$ cat config.mk
export PLATFORM = sky130hd
export DESIGN_NAME = uart_modem_ctrl
export DESIGN_NICKNAME = d
export VERILOG_FILES = /design/src/rtl/modem_pkg.sv /design/src/rtl/modem_line_sync.sv /design/src/rtl/modem_change_flags.sv /design/src/rtl/modem_flow_gate.sv /design/src/rtl/uart_modem_ctrl.sv
export SDC_FILE = /design/constraint.sdc
export NUM_CORES = 1
export LEC_CHECK = 0
export BUFFER_PORTS_ARGS = -buffer_cell sky130_fd_sc_hd__buf_2
export CORE_MARGIN = 2
export CORE_UTILIZATION = 40
export CTS_BUF_LIST = sky130_fd_sc_hd__clkbuf_8 sky130_fd_sc_hd__clkbuf_16
export CTS_CLUSTER_SIZE = 8
export DETAILED_ROUTE_END_ITERATION = 8
export PLACE_DENSITY = 0.7
export RECOVER_POWER = 25
export SLEW_MARGIN = 25
export SYNTH_ARGS = -nofsm -noshare
export SYNTH_HDL_FRONTEND = slang
export SYNTH_SLANG_ARGS = --single-unit
$ cat constraint.sdc
create_clock -name clk -period 1.5 [get_ports clk]
set_input_delay 0.15 -clock clk [delete_from_list [all_inputs] [get_ports clk]]
set_output_delay 0.15 -clock clk [all_outputs]
set_load 0.1 [all_outputs]
$ cat src/rtl/modem_pkg.sv
package modem_pkg;
  localparam int NUM_LINES = 4;
  localparam int WDATA_W   = 4;
  localparam int STATUS_W  = 2 * NUM_LINES;
  localparam logic [WDATA_W-1:0] MODE_MODEM = 4'h3;

  typedef enum logic [1:0] {
    ADDR_MODE = 2'd0,
    ADDR_CMD  = 2'd1,
    ADDR_MASK = 2'd2,
    ADDR_RSVD = 2'd3
  } reg_addr_e;

  localparam int CMD_DTR_ON  = 0;
  localparam int CMD_DTR_OFF = 1;
endpackage

$ cat src/rtl/modem_line_sync.sv
module modem_line_sync #(
  parameter int WIDTH  = 4,
  parameter int STAGES = 2
) (
  input  logic             clk,
  input  logic             rst_n,
  input  logic [WIDTH-1:0] raw_i,
  output logic [WIDTH-1:0] level_o,
  output logic [WIDTH-1:0] change_o
);
  logic [WIDTH-1:0] stage_q [STAGES];
  logic [WIDTH-1:0] prev_q;

  generate
    for (genvar s = 0; s < STAGES; s++) begin : g_stage
      if (s == 0) begin : g_first
        always_ff @(posedge clk or negedge rst_n) begin
          if (!rst_n) stage_q[s] <= '1;
          else        stage_q[s] <= raw_i;
        end
      end else begin : g_next
        always_ff @(posedge clk or negedge rst_n) begin
          if (!rst_n) stage_q[s] <= '1;
          else        stage_q[s] <= stage_q[s-1];
        end
      end
    end
  endgenerate

  always_ff @(posedge clk or negedge rst_n) begin
    if (!rst_n) prev_q <= '1;
    else        prev_q <= stage_q[STAGES-1];
  end

  assign level_o  = stage_q[STAGES-1];
  assign change_o = stage_q[STAGES-1] ^ prev_q;

  // a change pulse always reflects a real step of the synchronized level
  assert_change_step_R4: assert property (@(posedge clk) disable iff (!rst_n)
    (change_o != '0) |=> (prev_q == $past(level_o)));
endmodule

$ cat src/rtl/modem_change_flags.sv
module modem_change_flags #(
  parameter int NUM = 4
) (
  input  logic           clk,
  input  logic           rst_n,
  input  logic           enable_i,
  input  logic [NUM-1:0] set_i,
  input  logic           clr_i,
  input  logic [NUM-1:0] mask_i,
  output logic [NUM-1:0] flags_o,
  output logic           irq_o
);
  logic [NUM-1:0] flags_q;
  logic [NUM-1:0] set_gated;

  assign set_gated = enable_i ? set_i : '0;

  always_ff @(posedge clk or negedge rst_n) begin
    if (!rst_n) flags_q <= '0;
    else        flags_q <= (flags_q & ~{NUM{clr_i}}) | set_gated;
  end

  assign flags_o = flags_q;
  assign irq_o   = |(flags_q & mask_i);

  assert_sticky_R5: assert property (@(posedge clk) disable iff (!rst_n)
    !clr_i |=> ((flags_q & $past(flags_q)) == $past(flags_q)));

  assert_read_race_R6: assert property (@(posedge clk) disable iff (!rst_n)
    (clr_i && set_gated != '0) |=> ((flags_q & $past(set_gated)) == $past(set_gated)));

  assert_set_R4: assert property (@(posedge clk) disable iff (!rst_n)
    (enable_i && set_i != '0) |=> ((flags_q & $past(set_i)) == $past(set_i)));

  assert_no_set_idle_R3: assert property (@(posedge clk) disable iff (!rst_n)
    !enable_i |=> ((flags_q & ~$past(flags_q)) == '0));
endmodule

$ cat src/rtl/modem_flow_gate.sv
module modem_flow_gate #(
  parameter int DATA_W = 8
) (
  input  logic              clk,
  input  logic              rst_n,
  input  logic              modem_i,
  input  logic              cts_level_i,
  input  logic              tx_busy,
  input  logic              up_valid,
  output logic              up_ready,
  input  logic [DATA_W-1:0] up_data,
  output logic              tx_valid,
  input  logic              tx_ready,
  output logic [DATA_W-1:0] tx_data,
  output logic              rts_o
);
  logic hold_q;
  logic rts_q;
  logic gate;

  always_ff @(posedge clk or negedge rst_n) begin
    if (!rst_n)        hold_q <= 1'b0;
    else if (!tx_busy) hold_q <= modem_i & cts_level_i;
  end

  always_ff @(posedge clk or negedge rst_n) begin
    if (!rst_n) rts_q <= 1'b1;
    else        rts_q <= ~(up_valid | tx_busy);
  end

  assign gate     = hold_q & modem_i;
  assign tx_valid = up_valid & ~gate;
  assign up_ready = tx_ready & ~gate;
  assign tx_data  = up_data;
  assign rts_o    = modem_i ? rts_q : 1'b1;

  assert_frame_completes_R9: assert property (@(posedge clk) disable iff (!rst_n)
    tx_busy |=> $stable(hold_q));

  assert_cts_blocks_R8: assert property (@(posedge clk) disable iff (!rst_n)
    (modem_i && cts_level_i && !tx_busy) |=> (!tx_valid && !up_ready) || !modem_i);

  assert_rts_request_R10: assert property (@(posedge clk) disable iff (!rst_n)
    (modem_i && up_valid) |=> (!rts_o || !modem_i));
endmodule

$ cat src/rtl/uart_modem_ctrl.sv
module uart_modem_ctrl
  import modem_pkg::*;
#(
  parameter int DATA_W = 8
) (
  input  logic                clk,
  input  logic                rst_n,
  input  logic                wr_en,
  input  logic [1:0]          wr_addr,
  input  logic [WDATA_W-1:0]  wr_data,
  input  logic                rd_en,
  output logic [STATUS_W-1:0] rd_data,
  output logic                irq_o,
  input  logic                ri_i,
  input  logic                dsr_i,
  input  logic                dcd_i,
  input  logic                cts_i,
  output logic                dtr_o,
  output logic                rts_o,
  input  logic                up_valid,
  output logic                up_ready,
  input  logic [DATA_W-1:0]   up_data,
  output logic                tx_valid,
  input  logic                tx_ready,
  output logic [DATA_W-1:0]   tx_data,
  input  logic                tx_busy
);
  logic [WDATA_W-1:0]   mode_q;
  logic [NUM_LINES-1:0] mask_q;
  logic                 dtr_q;
  logic                 modem;
  logic [NUM_LINES-1:0] lines_raw;
  logic [NUM_LINES-1:0] lines_lvl;
  logic [NUM_LINES-1:0] lines_chg;
  logic [NUM_LINES-1:0] flags;
  logic                 wr_mode, wr_cmd, wr_mask;
  logic                 unused_cmd_bits;

  assign lines_raw = {cts_i, dcd_i, dsr_i, ri_i};
  assign modem     = (mode_q == MODE_MODEM);
  assign wr_mode   = wr_en && (wr_addr == ADDR_MODE);
  assign wr_cmd    = wr_en && (wr_addr == ADDR_CMD);
  assign wr_mask   = wr_en && (wr_addr == ADDR_MASK);
  assign unused_cmd_bits = ^wr_data[WDATA_W-1:2];

  always_ff @(posedge clk or negedge rst_n) begin
    if (!rst_n) begin
      mode_q <= '0;
      mask_q <= '0;
      dtr_q  <= 1'b1;
    end else begin
      if (wr_mode) mode_q <= wr_data;
      if (wr_mask) mask_q <= wr_data[NUM_LINES-1:0];
      if (wr_cmd) begin
        if (wr_data[CMD_DTR_OFF])     dtr_q <= 1'b1;
        else if (wr_data[CMD_DTR_ON]) dtr_q <= 1'b0;
      end
    end
  end

  assign dtr_o = modem ? dtr_q : 1'b1;

  modem_line_sync #(.WIDTH(NUM_LINES), .STAGES(2)) i_sync (
    .clk      (clk),
    .rst_n    (rst_n),
    .raw_i    (lines_raw),
    .level_o  (lines_lvl),
    .change_o (lines_chg)
  );

  modem_change_flags #(.NUM(NUM_LINES)) i_flags (
    .clk      (clk),
    .rst_n    (rst_n),
    .enable_i (modem),
    .set_i    (lines_chg),
    .clr_i    (rd_en),
    .mask_i   (mask_q),
    .flags_o  (flags),
    .irq_o    (irq_o)
  );

  modem_flow_gate #(.DATA_W(DATA_W)) i_flow (
    .clk         (clk),
    .rst_n       (rst_n),
    .modem_i     (modem),
    .cts_level_i (lines_lvl[NUM_LINES-1]),
    .tx_busy     (tx_busy),
    .up_valid    (up_valid),
    .up_ready    (up_ready),
    .up_data     (up_data),
    .tx_valid    (tx_valid),
    .tx_ready    (tx_ready),
    .tx_data     (tx_data),
    .rts_o       (rts_o)
  );

  assign rd_data = {lines_lvl, flags};

  assert_dtr_on_R2: assert property (@(posedge clk) disable iff (!rst_n)
    (modem && wr_cmd && wr_data[CMD_DTR_ON] && !wr_data[CMD_DTR_OFF]) |=> !dtr_o);

  assert_dtr_off_R2: assert property (@(posedge clk) disable iff (!rst_n)
    (modem && wr_cmd && wr_data[CMD_DTR_OFF]) |=> dtr_o);

  assert_idle_lines_R3: assert property (@(posedge clk) disable iff (!rst_n)
    !modem |-> (dtr_o && rts_o));

  assert_mode_field_R1: assert property (@(posedge clk) disable iff (!rst_n)
    (wr_mode && wr_data != MODE_MODEM) |=> (dtr_o && rts_o));
endmodule

Word level (Yosys, flattened, before mapping)
Cells that the tools add are included.

Bits in registers: 27. Word-level logic and storage cells: 36.

Equality and inequality tests: 3. Muxes and demuxes: 5. Bitwise operators: 12. Reductions and logical operators: 7.

Operators with widths (number): 4-bit bitwise AND (2); 1-bit bitwise AND (4); 4-bit by 2-bit == test with 1-bit output (second input constant) (1); 1-bit 2-to-1 mux (4); 4-bit 2-to-1 mux (1); 4-bit NOT (1); 4-bit OR (1); 4-bit OR reduction (1); 4-bit bitwise XOR (1); 1-bit logical AND (3); 2-bit by 1-bit == test with 1-bit output (second input constant) (1); 2-bit == test (second input constant) (1); 2-bit logical NOT (1); 1-bit NOT (2); 2-bit AND reduction (1); 2-bit nonzero test (1); 1-bit OR (1).

Logic depth before layout (Yosys ltp)
Gate-level depths: netlist of run 1.

Depth after elaboration: 4. Depth in mapped cells: 2.

Hierarchy
Synthesis of run 1 repeated with hierarchy kept, for this count alone.

Cells, all modules: 81. Area total of the unflattened synthesis: 1088.5 um^2.

By module, submodules not included: uart_modem_ctrl (times used 1, cells each 25, area each 386.6 um^2, seq. area each 226.5 um^2); modem_line_sync (times used 1, cells each 20, area each 380.4 um^2, seq. area each 315.3 um^2); modem_change_flags (times used 1, cells each 19, area each 168.9 um^2, seq. area each 100.1 um^2); modem_flow_gate (times used 1, cells each 17, area each 152.6 um^2, seq. area each 51.3 um^2).

Worst setup path before layout of run 1
Ideal clock, no wire load.

Kind: flip-flop to output port. Start: reg mode_q[1]. End: out tx_valid. Arrival: 2.809 ns. Setup slack: -1.459 ns. Stages on the path, launching flop included: 3. Buffers on the path: 0. Cell sequence: dfrtp_1 > and4bb_2 > a21boi_0.

Word-level cells in the longest chain between the ends: 4.

Ends and longest elaborated chain: start: declaration (line uart_modem_ctrl.sv:28) `logic [WDATA_W-1:0] mode_q;`; start signal: assignment (line uart_modem_ctrl.sv:52) `if (wr_mode) mode_q <= wr_data;`; 4-bit by 2-bit == test with 1-bit output (line uart_modem_ctrl.sv:40) `assign modem = (mode_q == MODE_MODEM);`; 1-bit bitwise AND (line modem_flow_gate.sv:31) `assign gate = hold_q & modem_i;`; 1-bit NOT (line modem_flow_gate.sv:32) `assign tx_valid = up_valid & ~gate;`; 1-bit bitwise AND (line modem_flow_gate.sv:32); end: declaration (line uart_modem_ctrl.sv:23) `output logic tx_valid,`.

Every way passes these cells.

Worst setup path in the final report of run 1
Start: reg mode_q[2]. End: out rts_o.

Word-level cells in the longest chain between the ends: 2.

Ends and longest elaborated chain: 4-bit by 2-bit == test with 1-bit output (line uart_modem_ctrl.sv:40); 1-bit 2-to-1 mux (line modem_flow_gate.sv:35) `assign rts_o = modem_i ? rts_q : 1'b1;`; end: declaration (line uart_modem_ctrl.sv:19) `output logic rts_o,`.

Every way passes these cells.

==> impl_metrics.toml, run 1 <==
[worst_setup_path]
worst_ep_arrival_time_ns = 1.32
cp_data_required_time_ns = 1.35
r2r_cells = 3
cp_slowest_cell = "dfrtp_1"
cp-start-kind = "flop"
crit_buf_inv = 1
crit_path_max_fanout = 4
slowest_delay_ns = 0.41
critical_path_class = "reg2out"
crit_path_end_kind = "output port"
worstPathCellList = "and4bb_4 -> nand2b_1 -> buf_12"
cp_top_family = "simple AND/OR/NAND/NOR gates"
cp.depth = 3

[timing]
clock_skew_ns = 0.003506
setup_slack_ns = 0.02647
finalHoldViolCount = 0
post-route-period-util = 0.9824
finalCriticalPeriod_ns = 1.474
rsz0062_at_grt = "yes"
max_freq_mhz = 678.6
worst_pin_slew_ns = 0.5479
finalSetupViolations = 0
relSlewSlack = 0.6347
whs_ns = 0.03434
drv_slew = 0

[synth]
synth.avg_cell_area_sq_um = 14.17
synth-simple-area-share = 0.08945
synth_fa_ha_area_frac = 0
ys_seq_elements = 27
synth_compound_area_frac = 0.06422
synth_fp_nets = 102
synth.yosys.seq_area_share = 0.6353
synth_top_family_by_area = "buffers and inverters"
synth_warnings = 0
synthMuxAreaShare = 0.08257
netlist_area_sq_mm = 0.001091
synthDistinctLibCells = 20
synthCells = 77
synth_xor_area_frac = 0.03211

[layout]
drive_gt1_frac = 0.6286
post-route-util = 0.5466
syn_to_final_growth_pct = 26.38
final_cell_area_sq_mm = 0.001379
finalNetCount = 131
fillerInstances = 210
antenna_cells = 0

[global_routing]
grt.overflow.total = 0
antenna_found_initial = 0
grt_usage = 0.1246
grt_pass1_wl_um = 3029
grt_start_max_net_pins = 28
grt_pass1_vias = 688

[cts]
clk_latency_ns = 0.26
cts_buffers = 3
cts_root_buf = "clkbuf_8"
htree_levels = 1
cts_buffer_depth = 2
clk_pin_slew_ns = 0.09
tritoncts = "built"
numClockSinks = 27

[place]
preCtsSetupSlack_ns = 0.2597
port_buffers = 29
place.gp.congestion = 0.7599
dpl_cell_area_sq_mm = 0.001259

[status]
status = "finished, final reports clean"

[routing]
wl_per_cell_um = 13.62
via_count = 661
drtIter0Drc = 9
wl_um = 1839
via_per_inst = 4.896
drc = 0
ant_nets = 0
first_pass_iters = 2

[power]
p_leak_nw = 0.5998
power.share.sequential = 0.508
power.switching_mw = 0.5595
netSwitchingFraction = 0.3253
power_mw = 1.720
intPower_mw = 1.161
irDropWorstVdd_mv = 0.7669
p_per_area_mw_per_mm2 = 1247
p_clk_frac = 0.227
combPwrFrac = 0.265

[floorplan]
fp.dieArea_sq_mm = 0.003161
die_h_um = 56.23
rows = 18
die_w_um = 56.23
core_sq_mm = 0.002522
initial_core_util = 0.4325
pin_count = 46

[worst_hold_path]
min_delay_path_depth = 2
hold_path.class = "in2reg"

[job]
cap_violations = 0
repair_timing:
action,CTS,global route
pin swaps,1,0
endpoints found under the hold margin,18,0
hold buffers,6,0
gates resized for setup,1,1
setup endpoints to repair,4,5
buffers inserted,0,1
cell usage after synthesis:
library cell  count  area [sq um]
dfrtp_1          13         325.3
xnor2_1           4         35.03
o21ai_0           1         5.000
a21boi_0          2         15.01
inv_1             4         15.01
o22ai_1           4         25.02
dfstp_2          14         367.9
a32o_1            1         10.01
buf_4            12         90.09
nand3b_1          1         7.510
nor3b_4           1         18.77
nand4b_1          1         8.760
mux2_2            8         90.09
nor2_1            1         3.750
nand2b_1          3         18.77
nand4bb_1         1         11.26
a22oi_1           2         15.01
nand2_1           2         7.510
and2b_2           1         8.760
and4bb_2          1         12.51
flip-flops by register name, summed over array words and instances (netlist names):
register / count
i_sync.level_o: 4
mode_q: 4
dtr_q: 1
mask_q: 4
i_sync.prev_q: 4
i_sync.stage_q: 4
i_flow.rts_q: 1
i_flags.flags_o: 4
i_flow.hold_q: 1
through the flow:
step	std cells	setup TNS [ns]
floorplan	77	-0.2691
CTS	134	0
detailed placement	124	0
global placement	124	0
global route	135	-0.05696
finish	135	0
routing by layer:
layer | vias to the layer above | share of wire | GRT usage
met1 | 320 | 0.41 | 0.1429
met5 | - | 0 | 0
met2 | 28 | 0.52 | 0.2034
met3 | 4 | 0.064 | 0.04186
li1 | 309 | - | -
met4 | 0 | 0.0065 | 0.06803
layout by cell type, fill, tap and decap left out, drive strengths merged, types with 2 or more instances in the layout:
| master | instances |
|---|---|
| dlygate4sd3 | 6 |
| buf | 29 |
| clkbuf | 4 |
| xnor2 | 4 |
| a22oi | 2 |
| mux2 | 8 |
| dfstp | 14 |
| dfrtp | 13 |
| nand2b | 3 |
| o22ai | 4 |
| inv | 4 |
| nand2 | 2 |
| a21boi | 2 |
power groups by stage:
| stage | logic (mW) | registers (mW) | clock network, mW |
|---|---|---|---|
| floorplan | 0.349 | 0.956 | 0 |
| global placement | 0.428 | 0.880 | 0 |
| detailed placement | 0.435 | 0.888 | 0 |
| CTS | 0.450 | 0.876 | 0.409 |
| global route | 0.478 | 0.883 | 0.444 |
| finish | 0.456 | 0.874 | 0.391 |
kinds of logic (layout without fill, tap and decap cells):
group,after synthesis,count (layout)
simple gates,12,12
flops,27,27
compound gates,10,10
xor+xnor,4,4
buf+inv,16,44
mux,8,8
area by class of cell:
cell class,instances,area (sq um),area share
inverters,4,15.01,0.01089
repair buffers,36,275.3,0.1996
well taps,30,37.54,0.02722
flip-flops and latches,27,698.2,0.5064
clock inverters,1,5.005,0.003630
multi-input cells,34,306.5,0.2223
clock buffers,3,41.29,0.02995
final timing paths:
check,from,to,slack [ns]
max,mode_q[2],rts_o,0.03
min,tx_busy,i_flow.rts_q,0.03
max reg2reg,mode_q[3],i_flow.hold_q,0.37
min reg2reg,i_sync.stage_q[4],i_sync.level_o[0],0.36
max in group asynchronous,rst_n,i_flags.flags_o[3],0.71
min in group asynchronous,rst_n,i_flow.hold_q,0.40
Note: power is estimated with default switching activity, not from simulation.
==> inputs of run 2 (changes only) <==
--- a/config.mk
+++ b/config.mk
@@ -6,6 +6,7 @@
 export NUM_CORES = 1
 export LEC_CHECK = 0
 export BUFFER_PORTS_ARGS = -buffer_cell sky130_fd_sc_hd__buf_2
+export CORE_ASPECT_RATIO = 1.75
 export CORE_MARGIN = 2
 export CORE_UTILIZATION = 40
 export CTS_BUF_LIST = sky130_fd_sc_hd__clkbuf_8 sky130_fd_sc_hd__clkbuf_16
==> impl_metrics.toml, run 2 (synthesized netlist as in run 1, its figures left out) <==
[status]
status = "finished, final reports clean"

[routing]
via_count = 650
drtIter0Drc = 13
ant_nets = 0
via_per_inst = 4.924
wl_per_cell_um = 13.52
wl_um = 1785
first_pass_iters = 3
drc = 0

[floorplan]
pin_count = 46
fp.dieArea_sq_mm = 0.003178
core_sq_mm = 0.002659
rows = 25
die_h_um = 73.09
initial_core_util = 0.4104
die_w_um = 43.48

[global_routing]
grt_usage = 0.1338
grt_pass1_vias = 691
grt_start_max_net_pins = 28
antenna_found_initial = 0
grt.overflow.total = 0
grt_pass1_wl_um = 3111

[layout]
antenna_cells = 0
final_common_cell = "buf_2"
drive_gt1_frac = 0.6190
layout_common_cells = "25 x buf_2, 13 x dfstp_2, 9 x dfrtp_1"
post-route-util = 0.5148
finalNetCount = 131
syn_to_final_growth_pct = 25.46

[power]
netSwitchingFraction = 0.3247
p_clk_frac = 0.230
power.share.sequential = 0.508
intPower_mw = 1.155
power.switching_mw = 0.5550
combPwrFrac = 0.262
power_mw = 1.710
p_per_area_mw_per_mm2 = 1249
p_leak_nw = 0.5992
irDropWorstVdd_mv = 0.8550

[worst_hold_path]
worst_hold_startpoint = "tx_busy"
hold_path.class = "in2reg"

[timing]
drv_slew = 0
rsz0062_at_grt = "yes"
clock_skew_ns = 0.003448
worst_pin_slew_ns = 0.5641
max_freq_mhz = 684.3
finalSetupViolations = 0
finalCriticalPeriod_ns = 1.461
relSlewSlack = 0.6240
finalHoldViolCount = 0
post-route-period-util = 0.9743
setup_slack_ns = 0.03859

[job]
cap_violations = 0

[cts]
numClockSinks = 27
tritoncts = "built"
clk_latency_ns = 0.27
htree_levels = 1
clk_pin_slew_ns = 0.08
cts_buffer_depth = 2
cts_root_buf = "clkbuf_8"
cts_buffers = 3

[worst_setup_path]
critical_path_class = "reg2out"
cp-start-kind = "flop"
cp_data_required_time_ns = 1.35
crit_path_max_fanout = 4
startpoint = "mode_q[0]"
r2r_start = "mode_q[3]"
crit_path_end_kind = "output port"
worst_ep_arrival_time_ns = 1.31

[place]
port_buffers = 29
place.gp.congestion = 0.6585
dpl.hpwl_um = 1335
preCtsSetupSlack_ns = 0.3068
[run 2: changes by cell type in the layout (fill, tap and decap cells not counted)]
cell      change
and4bb_2      +1
and4bb_4      -1
buf_2         +1
clkbuf_4      -1
dfstp_1       +1
dfstp_2       -1
[run 2: final timing paths]
check	slack, ns	to	cells past startpoint
max	0.04	up_ready	3
min	0.03	i_flow.rts_q	2
max reg2reg	0.45	i_flow.hold_q	2
min reg2reg	0.36	i_sync.level_o[3]	0
max in group asynchronous	0.69	i_flags.flags_o[0]	2
min in group asynchronous	0.40	mode_q[2]	2
[run 2: worst max-delay path, stage by stage (launching register included)]
cell and delay, ns:
dfrtp_1 0.39, and4bb_2 0.27, a21boi_2 0.19, buf_12 0.19
[run 2: metal layers]
metal | vias to the layer above | global-route usage | share of wire
met5 | - | 0 | 0
met4 | 0 | 0.09428 | 0.025
met3 | 4 | 0.02723 | 0.053
met2 | 22 | 0.2172 | 0.56
met1 | 316 | 0.1531 | 0.36
li1 | 308 | - | -
[run 2: area by class of cell]
class / count / area (sq um)
inverters: 4 / 15.01
clock inverters: 1 / 5.005
fillers: 221 / 1290
clock buffers: 3 / 41.29
repair buffers: 36 / 272.8
flip-flops and latches: 27 / 698.2
multi-input cells: 34 / 302.8
well taps: 27 / 33.78
[run 2: power groups by stage]
stage               Sequential, mW  Clock [mW]  Combinational, mW
floorplan                    0.956           0              0.349
global placement             0.882           0              0.428
detailed placement           0.884           0              0.433
CTS                          0.872       0.416              0.445
global route                 0.882       0.443              0.472
finish                       0.869       0.392              0.448
[run 2: stage by stage]
step / cell area (sq um) / setup TNS (ns) / cells / hold WS, ns
global route: 1369 / -0.1046 / 132 / 0.02459
CTS: 1361 / 0 / 131 / 0.01645
finish: 1369 / 0 / 132 / 0.02600
global placement: 1255 / 0 / 121 / 0.1670
floorplan: 1106 / -0.2691 / 77 / -0.1456
detailed placement: 1255 / 0 / 121 / 0.1795
[run 2: timing repair]
action                                  in CTS  in global routing
gates resized for setup                      0                  0
endpoints found under the setup margin       1                  4
hold buffers                                 6                  0
setup buffers                                0                  1
hold endpoints to repair                    18                  0
pin swaps                                    1                  2
==> inputs of run 3 (changes only) <==
--- a/config.mk
+++ b/config.mk
@@ -7,7 +7,6 @@
 export LEC_CHECK = 0
 export BUFFER_PORTS_ARGS = -buffer_cell sky130_fd_sc_hd__buf_2
 export CORE_ASPECT_RATIO = 1.75
-export CORE_MARGIN = 2
 export CORE_UTILIZATION = 40
 export CTS_BUF_LIST = sky130_fd_sc_hd__clkbuf_8 sky130_fd_sc_hd__clkbuf_16
 export CTS_CLUSTER_SIZE = 8
==> impl_metrics.toml, run 3 (synthesized netlist as in run 1, its figures left out) <==
[worst_setup_path]
critical_path_class = "reg2out"
r2r_start = "mode_q[2]"
worstPathCellList = "and4bb_2 -> a21boi_2 -> buf_12"
crit_path_max_fanout = 4
crit_path_end_kind = "output port"
cp_slowest_cell = "dfrtp_1"
worst_ep_arrival_time_ns = 1.33
slowest_delay_ns = 0.40
startpoint = "mode_q[1]"
crit_buf_inv = 1
cp_top_family = "flip-flops"
cp-start-kind = "flop"
cp_data_required_time_ns = 1.35

[layout]
final_common_cell = "buf_2"
multi_input_comb_area_sq_um = 302.8
antenna_cells = 0
finalNetCount = 131
fillerInstances = 213
layout_common_cells = "25 x buf_2, 13 x dfstp_2, 9 x dfrtp_1"
post-route-util = 0.5353
ff_latch_area_sq_um = 698.2
drive_gt1_frac = 0.6095
syn_to_final_growth_pct = 25.23

[place]
port_buffers = 29
preCtsSetupSlack_ns = 0.2990
place.gp.congestion = 0.6654
dpl.hpwl_um = 1368

[cts]
cts_resized = 0
cts_buffers = 3
tritoncts = "built"
clk_latency_ns = 0.27
clk_pin_slew_ns = 0.08
cts_root_buf = "clkbuf_8"
cts_buffer_depth = 2
numClockSinks = 27
htree_levels = 1

[global_routing]
grt_usage = 0.1359
grt.overflow.total = 0
grt_pass1_vias = 672
grt_start_max_net_pins = 28
antenna_found_initial = 0
grt_pass1_wl_um = 2898

[power]
power_mw = 1.710
netSwitchingFraction = 0.3261
p_clk_frac = 0.229
combPwrFrac = 0.263
p_per_area_mw_per_mm2 = 1251
power.switching_mw = 0.5575
power.share.sequential = 0.508
irDropWorstVdd_mv = 0.7883
p_leak_nw = 0.6006
intPower_mw = 1.152

[floorplan]
rows = 24
fp.dieArea_sq_mm = 0.002949
pin_count = 46
die_h_um = 71.09
core_sq_mm = 0.002552
initial_core_util = 0.4275
die_w_um = 41.48

[routing]
via_per_inst = 5.023
drc = 0
via_count = 658
wl_um = 1841
first_pass_iters = 4
wl_per_cell_um = 14.05
ant_nets = 0
drtIter0Drc = 15

[timing]
clock_skew_ns = 0.004350
finalCriticalPeriod_ns = 1.485
drv_slew = 0
whs_ns = 0.01753
rsz0062_at_grt = "yes"
finalHoldViolCount = 0
finalSetupViolations = 0
setup_slack_ns = 0.01537
worst_pin_slew_ns = 0.5612
relSlewSlack = 0.6258
max_freq_mhz = 673.6
post-route-period-util = 0.9898

[job]
cap_violations = 0

[worst_hold_path]
worst_hold_startpoint = "tx_busy"
hold_path.class = "in2reg"

[status]
status = "finished, final reports clean"
run 3: cell count changes in the layout (fill, tap and decap cells not counted):
cell,before,now
clkinv_2,1,0
inv_1,4,5
run 3: timing repair:
| item | in CTS | in global routing |
|---|---|---|
| hold buffers | 6 | 0 |
| setup endpoints to repair | 1 | 4 |
| hold endpoints to repair | 18 | 0 |
| setup buffers | 0 | 1 |
| cloned | 0 | 0 |
| pin swaps | 1 | 1 |
run 3: cell type report:
class,instances,share of cell area
well taps,26,0.02381
flip-flops and latches,27,0.5110
clock inverters,1,0.002747
repair buffers,36,0.1996
clock buffers,3,0.03022
multi-input cells,34,0.2216
inverters,4,0.01099
run 3: power by group through the flow:
stage	sequential, mW	clock [mW]	combinational (mW)
after floorplan	0.956	0	0.349
after global placement	0.881	0	0.427
after detailed placement	0.884	0	0.435
after CTS	0.871	0.407	0.447
after global routing	0.880	0.430	0.471
final	0.869	0.391	0.450
run 3: per-layer routing:
layer  part of all wire  wire length (um)  global-route usage  up-vias
li1                   -                 -                   -      305
met1               0.37               676              0.1239      321
met2               0.53               968              0.2309       25
met3              0.059               109             0.03827        7
met4              0.047                86              0.1290        0
met5                  0                 0                   0        -
run 3: worst paths after layout:
check | end | slack [ns] | depth (start not counted)
min | i_flow.rts_q | 0.02 | 2
max reg2reg | i_flow.hold_q | 0.34 | 3
min in group asynchronous | i_flow.hold_q | 0.39 | 2
min reg2reg | i_sync.level_o[3] | 0.36 | 0
max in group asynchronous | i_flags.flags_o[2] | 0.70 | 2
max | up_ready | 0.02 | 3
run 3: stage by stage:
stage                      TNS, ns  area (sq um)  std cells
after floorplan            -0.2691          1106         77
final                            0          1366        131
after global routing      -0.09625          1366        131
after CTS                        0          1359        130
after detailed placement         0          1254        120
after global placement           0          1254        120
